File: src/rtl/fec_pkg.sv
package fec_pkg;
  typedef enum logic [1:0] {
    MODE_OOF   = 2'b00,
    MODE_BITS  = 2'b01,
    MODE_WORD  = 2'b10,
    MODE_BYTES = 2'b11
  } fec_mode_e;

  localparam int FEC_BYTES = 2;
endpackage

File: src/rtl/fec_popcount.sv
module fec_popcount #(
  parameter int W = 8
) (
  input  logic [W-1:0]           bits,
  output logic [$clog2(W+1)-1:0] ones
);
  localparam int OW = $clog2(W + 1);

  always_comb begin
    ones = '0;
    for (int i = 0; i < W; i++) ones = ones + OW'(bits[i]);
  end
endmodule

File: src/rtl/fec_increment.sv
module fec_increment
  import fec_pkg::*;
#(
  parameter int              BYTE_W = 8,
  parameter logic [BYTE_W-1:0] EXP1 = 8'hF6,
  parameter logic [BYTE_W-1:0] EXP2 = 8'h28,
  parameter int              IW     = $clog2(2 * BYTE_W + 1)
) (
  input  logic              clk,
  input  logic              rst_n,
  input  fec_mode_e         mode,
  input  logic              take,
  input  logic [BYTE_W-1:0] fa1,
  input  logic [BYTE_W-1:0] fa2,
  input  logic              oof,
  output logic [IW-1:0]     inc
);
  localparam int PW = $clog2(BYTE_W + 1);

  logic [FEC_BYTES-1:0][BYTE_W-1:0] rx_w, exp_w, diff_w;
  logic [FEC_BYTES-1:0][PW-1:0]     flips;
  logic [FEC_BYTES-1:0]             bad;

  assign rx_w  = {fa2, fa1};
  assign exp_w = {EXP2, EXP1};

  for (genvar b = 0; b < FEC_BYTES; b++) begin : g_byte
    assign diff_w[b] = rx_w[b] ^ exp_w[b];
    assign bad[b]    = |diff_w[b];
    fec_popcount #(.W(BYTE_W)) i_pc (.bits(diff_w[b]), .ones(flips[b]));
  end

  always_comb begin
    inc = '0;
    unique case (mode)
      MODE_OOF:   inc = IW'(oof);
      MODE_BITS:  if (take) inc = IW'(flips[0]) + IW'(flips[1]);
      MODE_WORD:  if (take) inc = IW'(|bad);
      MODE_BYTES: if (take) inc = IW'(bad[0]) + IW'(bad[1]);
      default:    inc = '0;
    endcase
  end

  AST_OOF_UNIT: assert property (@(posedge clk) disable iff (!rst_n)
    (mode == MODE_OOF) |-> (inc == IW'(oof))) else $error("oof increment");
  AST_BITS_CAP: assert property (@(posedge clk) disable iff (!rst_n)
    (mode == MODE_BITS) |-> (inc <= IW'(2 * BYTE_W))) else $error("bit cap");
  AST_WORD_CAP: assert property (@(posedge clk) disable iff (!rst_n)
    (mode == MODE_WORD) |-> (inc <= IW'(1))) else $error("word cap");
  AST_BYTES_CAP: assert property (@(posedge clk) disable iff (!rst_n)
    (mode == MODE_BYTES) |-> (inc <= IW'(2))) else $error("byte cap");
  AST_GATED: assert property (@(posedge clk) disable iff (!rst_n)
    (mode != MODE_OOF && !take) |-> (inc == '0)) else $error("gate");
endmodule

File: src/rtl/fec_accum.sv
module fec_accum #(
  parameter int CNT_W = 16,
  parameter int IW    = 5
) (
  input  logic             clk,
  input  logic             rst_n,
  input  logic [IW-1:0]    inc,
  input  logic             clr,
  output logic [CNT_W-1:0] cnt_q,
  output logic [CNT_W-1:0] held_q
);
  localparam logic [CNT_W-1:0] MAXV = '1;

  logic [CNT_W:0]   sum;
  logic [CNT_W-1:0] next_cnt;

  assign sum      = {1'b0, cnt_q} + (CNT_W + 1)'(inc);
  assign next_cnt = sum[CNT_W] ? MAXV : sum[CNT_W-1:0];

  always_ff @(posedge clk) begin
    if (!rst_n) begin
      cnt_q  <= '0;
      held_q <= '0;
    end else if (clr) begin
      held_q <= cnt_q;
      cnt_q  <= CNT_W'(inc);
    end else begin
      cnt_q  <= next_cnt;
    end
  end

  AST_NO_WRAP: assert property (@(posedge clk) disable iff (!rst_n)
    (!clr && cnt_q == MAXV) |=> (cnt_q == MAXV)) else $error("wrap");
  AST_MONOTONIC: assert property (@(posedge clk) disable iff (!rst_n)
    !clr |=> (cnt_q >= $past(cnt_q))) else $error("decrease");
  AST_SNAP_HOLD: assert property (@(posedge clk) disable iff (!rst_n)
    clr |=> (held_q == $past(cnt_q))) else $error("snap hold");
  AST_SNAP_KEEP: assert property (@(posedge clk) disable iff (!rst_n)
    clr |=> (cnt_q == CNT_W'($past(inc)))) else $error("snap keep");
  AST_HELD_STABLE: assert property (@(posedge clk) disable iff (!rst_n)
    !clr |=> $stable(held_q)) else $error("held moved");
endmodule

File: src/rtl/frame_err_counter.sv
module frame_err_counter
  import fec_pkg::*;
#(
  parameter int   BYTE_W = 8,
  parameter int   CNT_W  = 16,
  parameter logic [BYTE_W-1:0] EXP1 = 8'hF6,
  parameter logic [BYTE_W-1:0] EXP2 = 8'h28
) (
  input  logic              clk,
  input  logic              rst_n,
  input  logic              fa_valid,
  output logic              fa_ready,
  input  logic [BYTE_W-1:0] fa1_i,
  input  logic [BYTE_W-1:0] fa2_i,
  input  logic              in_frame,
  input  logic              oof_pulse,
  input  logic [1:0]        mode,
  input  logic              snap,
  output logic [CNT_W-1:0]  err_count,
  output logic [CNT_W-1:0]  held_count
);
  localparam int IW = $clog2(2 * BYTE_W + 1);

  fec_mode_e   mode_e;
  logic        take;
  logic [IW-1:0] inc;

  assign fa_ready = 1'b1;
  assign mode_e   = fec_mode_e'(mode);
  assign take     = fa_valid && fa_ready && in_frame;

  fec_increment #(.BYTE_W(BYTE_W), .EXP1(EXP1), .EXP2(EXP2), .IW(IW)) i_inc (
    .clk(clk), .rst_n(rst_n), .mode(mode_e), .take(take),
    .fa1(fa1_i), .fa2(fa2_i), .oof(oof_pulse), .inc(inc)
  );

  fec_accum #(.CNT_W(CNT_W), .IW(IW)) i_acc (
    .clk(clk), .rst_n(rst_n), .inc(inc), .clr(snap),
    .cnt_q(err_count), .held_q(held_count)
  );
endmodule

File: config.mk
export PLATFORM = sky130hd
export DESIGN_NAME = frame_err_counter
export DESIGN_NICKNAME = d
export VERILOG_FILES = /design/src/rtl/fec_pkg.sv /design/src/rtl/fec_popcount.sv /design/src/rtl/fec_increment.sv /design/src/rtl/fec_accum.sv /design/src/rtl/frame_err_counter.sv
export SDC_FILE = /design/constraint.sdc
export NUM_CORES = 1
export LEC_CHECK = 0
export BUFFER_PORTS_ARGS = -buffer_cell sky130_fd_sc_hd__buf_2
export CORE_MARGIN = 5
export CORE_UTILIZATION = 40
export CTS_BUF_LIST = sky130_fd_sc_hd__clkbuf_8
export DETAILED_ROUTE_END_ITERATION = 8
export PLACE_DENSITY = 0.74
export REMOVE_ABC_BUFFERS = 1
export SETUP_SLACK_MARGIN = 0.02
export SYNTH_ARGS = -nofsm -noshare
export SYNTH_HDL_FRONTEND = slang
export SYNTH_SLANG_ARGS = --single-unit
File: constraint.sdc
create_clock -name clk -period 6.1 [get_ports clk]
set_input_delay 1.22 -clock clk [delete_from_list [all_inputs] [get_ports clk]]
set_output_delay 1.22 -clock clk [all_outputs]
set_load 0.02 [all_outputs]
==> impl_results.md <==
- Asr flop ratio synth: 0%
- Worst Path Arrival: about 6.1 ns
- H-tree depth: 2
- Initial Utilization: between 40% and 50%
- Die height: between 80 and 90 um
- CTS max path bufs: 2
- DRT Wirelength: around 4600 um
- Final Skew: between 0.005 and 0.006 ns
- Hold depth: 2
- R2R setup slack: between 3 and 4 ns
- Slowest Stage Delay on Critical Path: 0.54 ns
- Largest net degree at the start of global routing: 22
- Final Hold Viols: 0
- Gr usage total: 15.7%
- Layout net count: about 320
- Largest family of logic cells by synthesized area: adder cells
- Status: finished, final reports clean
- Worst R2R Path Depth: 9
- Cells after Synth: around 220
- Post-Synth Adder-Cell Area: a little under a fifth
- Hold slack: roughly 0.5 ns
- Worst hold start: i_acc.held_q[10]
- Clock Sinks: 32
- Buf+Inv Stages, Crit Path: 6
- Final period utilization: a little over nine tenths
- Power Density: 227 nW/um^2
- CTS tree: done
- Max Slew Vio Count: 0
- Clk Latency, worst-skew pair: ~0.29 ns
- CTS Hold Buffers Added: 0
- Syn_area_per_cell: 9.27 um^2
- RSZ-0062 raised after global routing: no
- WL per Instance: approximately 13 um
- Core Util, Final: 51.2%
- Yosys reg bits: 32
- Pre-antenna DRT Iters: 4
- Vias/cell: about 5
- Max-slew headroom: approximately three fifths
- EDFF count, synth: 0
- Routability cong.: a little over 0.8
- First-pass GRT wire length: about 7900 um
- Final setup viols: 0
- Startpoint class of the critical path: input pin
- CP delay by family, top: adder cells
- Core ar.: approximately 4800 um^2
- Critical path class: input pin to register
- Ys Warns: 0
- Max-cap viol count: 0
- Mux contribution to synthesized area: 9.99%
- Max IR drop VDD: roughly 95 uV
- Critical R2R Launch: i_acc.cnt_q[0]
- Layout cells sized above 1: between 20% and 30%
- CP endpoint kind: register
- Critical Path Fanout Max: 5
- Post CTS Setup Buffer Count: 0
- Root buffer cell: clkbuf_8
- Crit path time final: between 5 and 6 ns
- DRT iter0 DRCs: 99
- Clock transition at path regs: ~0.06 ns
- Die width: between 80 and 90 um
- Num CTS Buffers: 5
- Cell mode on critical path: fa_1
- XOR/XNOR share of the synthesized area: under 10%
- Fmax: between 0.15 and 0.2 GHz
- Seq/Total Area, Yosys: approximately a third
- Synth Cell Area: ~2000 um^2
- Critical R2R Capture: i_acc.cnt_q[10]
- Leakage: ~1.2 nW
- HP Class: register to register
- Synth top area share: between 30% and 40%
- Synth Area in Simple Gates: between 10% and 20%
- Worst Path Required: 6.32 ns
- DRC: 0
- Area leader, netlist: dfxtp_1
- Antenna fix cells: 0
- Syn-to-layout area delta: 22.4%
- CP max stage cell: fa_1
- Area contributors post-synth: dfxtp_1 (32%), fa_1 (11%), mux2i_1 (10%)
- IO Count: 57
- CP Launch Point: fa1_i[0]
- Cell variety after synth: 41
- Post-route ant nets: 0
- Worst hold endpoint: i_acc.held_q[10]
- Vias post-DR: 1,707
- Detailed placement HPWL: around 3600 um
- Initial antenna violation count: 0
- Total gr overflow: 0
- CP cell instances: buf_2 -> inv_1 -> fa_1 -> inv_1 -> fa_1 -> fa_1 -> inv_1 -> fa_1 -> inv_1 -> ha_1 -> fa_1 -> mux2i_1 -> or2_2 -> fa_1 -> or2b_1 -> a21oi_2 -> buf_4 -> o211ai_1 -> xor2_1 -> a21oi_1
- Vias in the first global route: ~1,700
- Buffers on Ports: 55
- Row cnt: 25
- Post-CTS resize count: 0
- Die area: about 6500 um^2
- Worst Tran Pin Value: slightly below 0.6 ns
- Filler cells: approximately 450
- Compound-Gate Fraction of Synth Area: about an eighth
- Predominant post-synthesis flop cell: dfxtp_1
-- Yosys cell counts (3+ instances only) --
library cell	count
a31oi_1	5
o21ai_0	8
nor3_1	3
mux2i_1	20
xor2_1	7
ha_1	12
xnor2_1	3
clkbuf_1	3
o211ai_1	3
nand2_1	5
buf_2	3
dfxtp_1	32
nand2b_1	3
nor2_1	26
fa_1	11
nand3_1	6
a21oi_1	10
inv_1	24
-- state kept, by name, indices dropped and copies added, names as in the netlist --
name and count:
i_acc.cnt_q 16, i_acc.held_q 16
-- layer usage --
layer	vias up	global-route usage [%]	wire, um	part of all wire, %
li1	863	-	-	-
met1	802	21.1	2080	46
met4	0	4.56	61	1.3
met2	36	24.4	2170	48
met3	6	4.77	251	5.5
met5	-	0	0	0
-- power by group --
part           switching (mW)  total (mW)  internal, mW
Combinational          0.0956       0.174        0.0780
Clock                  0.0766       0.166        0.0898
Sequential            0.00347       0.217         0.213
Total                   0.176       0.557         0.381
-- cell type report --
| class | count | area, um^2 | share of cell area, % |
|---|---|---|---|
| Inverter | 25 | 93.8 | 3.83 |
| Multi-Input combinational cell | 151 | 1230 | 50.1 |
| Clock inverter | 2 | 10.0 | 0.408 |
| Clock buffer | 6 | 82.6 | 3.37 |
| Timing Repair Buffer | 60 | 313 | 12.8 |
| Tap cell | 67 | 83.8 | 3.42 |
| Sequential cell | 32 | 641 | 26.1 |
-- tightest hold or removal path: stages (launching register included) --
cell,delay [ns]
dfxtp_1,0.32
mux2i_1,0.06
nor2_1,0.07
-- logic make-up (layout without fill, tap and decap cells) --
| logic type | count (synthesis) | count (layout) |
|---|---|---|
| flops | 32 | 32 |
| mux | 20 | 20 |
| simple gates | 59 | 59 |
| xor+xnor | 10 | 10 |
| other cells | 1 | 1 |
| fa+ha+maj | 23 | 23 |
| buf+inv | 33 | 93 |
| compound gates | 38 | 38 |
-- worst max-delay path by stage --
stage | end | cells past startpoint | slack, ns
global route | i_acc.cnt_q[14] | 20 | 0.04
CTS | i_acc.cnt_q[10] | 20 | 0.25
detailed placement | i_acc.cnt_q[10] | 20 | -0.04
global placement | i_acc.cnt_q[10] | 20 | 0.07
finish | i_acc.cnt_q[10] | 20 | 0.24
floorplan | i_acc.cnt_q[0] | 18 | 0.17
-- placed cells by master, fill, tap and decap left out, types with 7 or more instances in the layout --
master / synthesis / routed
buf_2: 3 / 55
nor2_1: 26 / 26
fa_1: 11 / 11
dfxtp_1: 32 / 32
ha_1: 12 / 12
o21ai_0: 8 / 8
inv_1: 24 / 24
mux2i_1: 20 / 20
a21oi_1: 10 / 10
xor2_1: 7 / 7
-- metrics by stage --
| stage | power, mW | instances | area, um^2 | setup WS [ns] | setup TNS [ns] |
|---|---|---|---|---|---|
| 6_report | 0.557 | 343 | 2450 | 0.241 | 0 |
| 5_1_grt | 0.600 | 343 | 2450 | 0.0355 | 0 |
| 4_1_cts | 0.562 | 343 | 2450 | 0.249 | 0 |
| 3_5_place_dp | 0.395 | 335 | 2360 | -0.0377 | -0.111 |
| 3_3_place_gp | 0.387 | 335 | 2360 | 0.0730 | 0 |
| 2_1_floorplan | 0.350 | 208 | 1960 | 0.170 | 0 |
No activity file was read; power rests on OpenSTA's default activity.
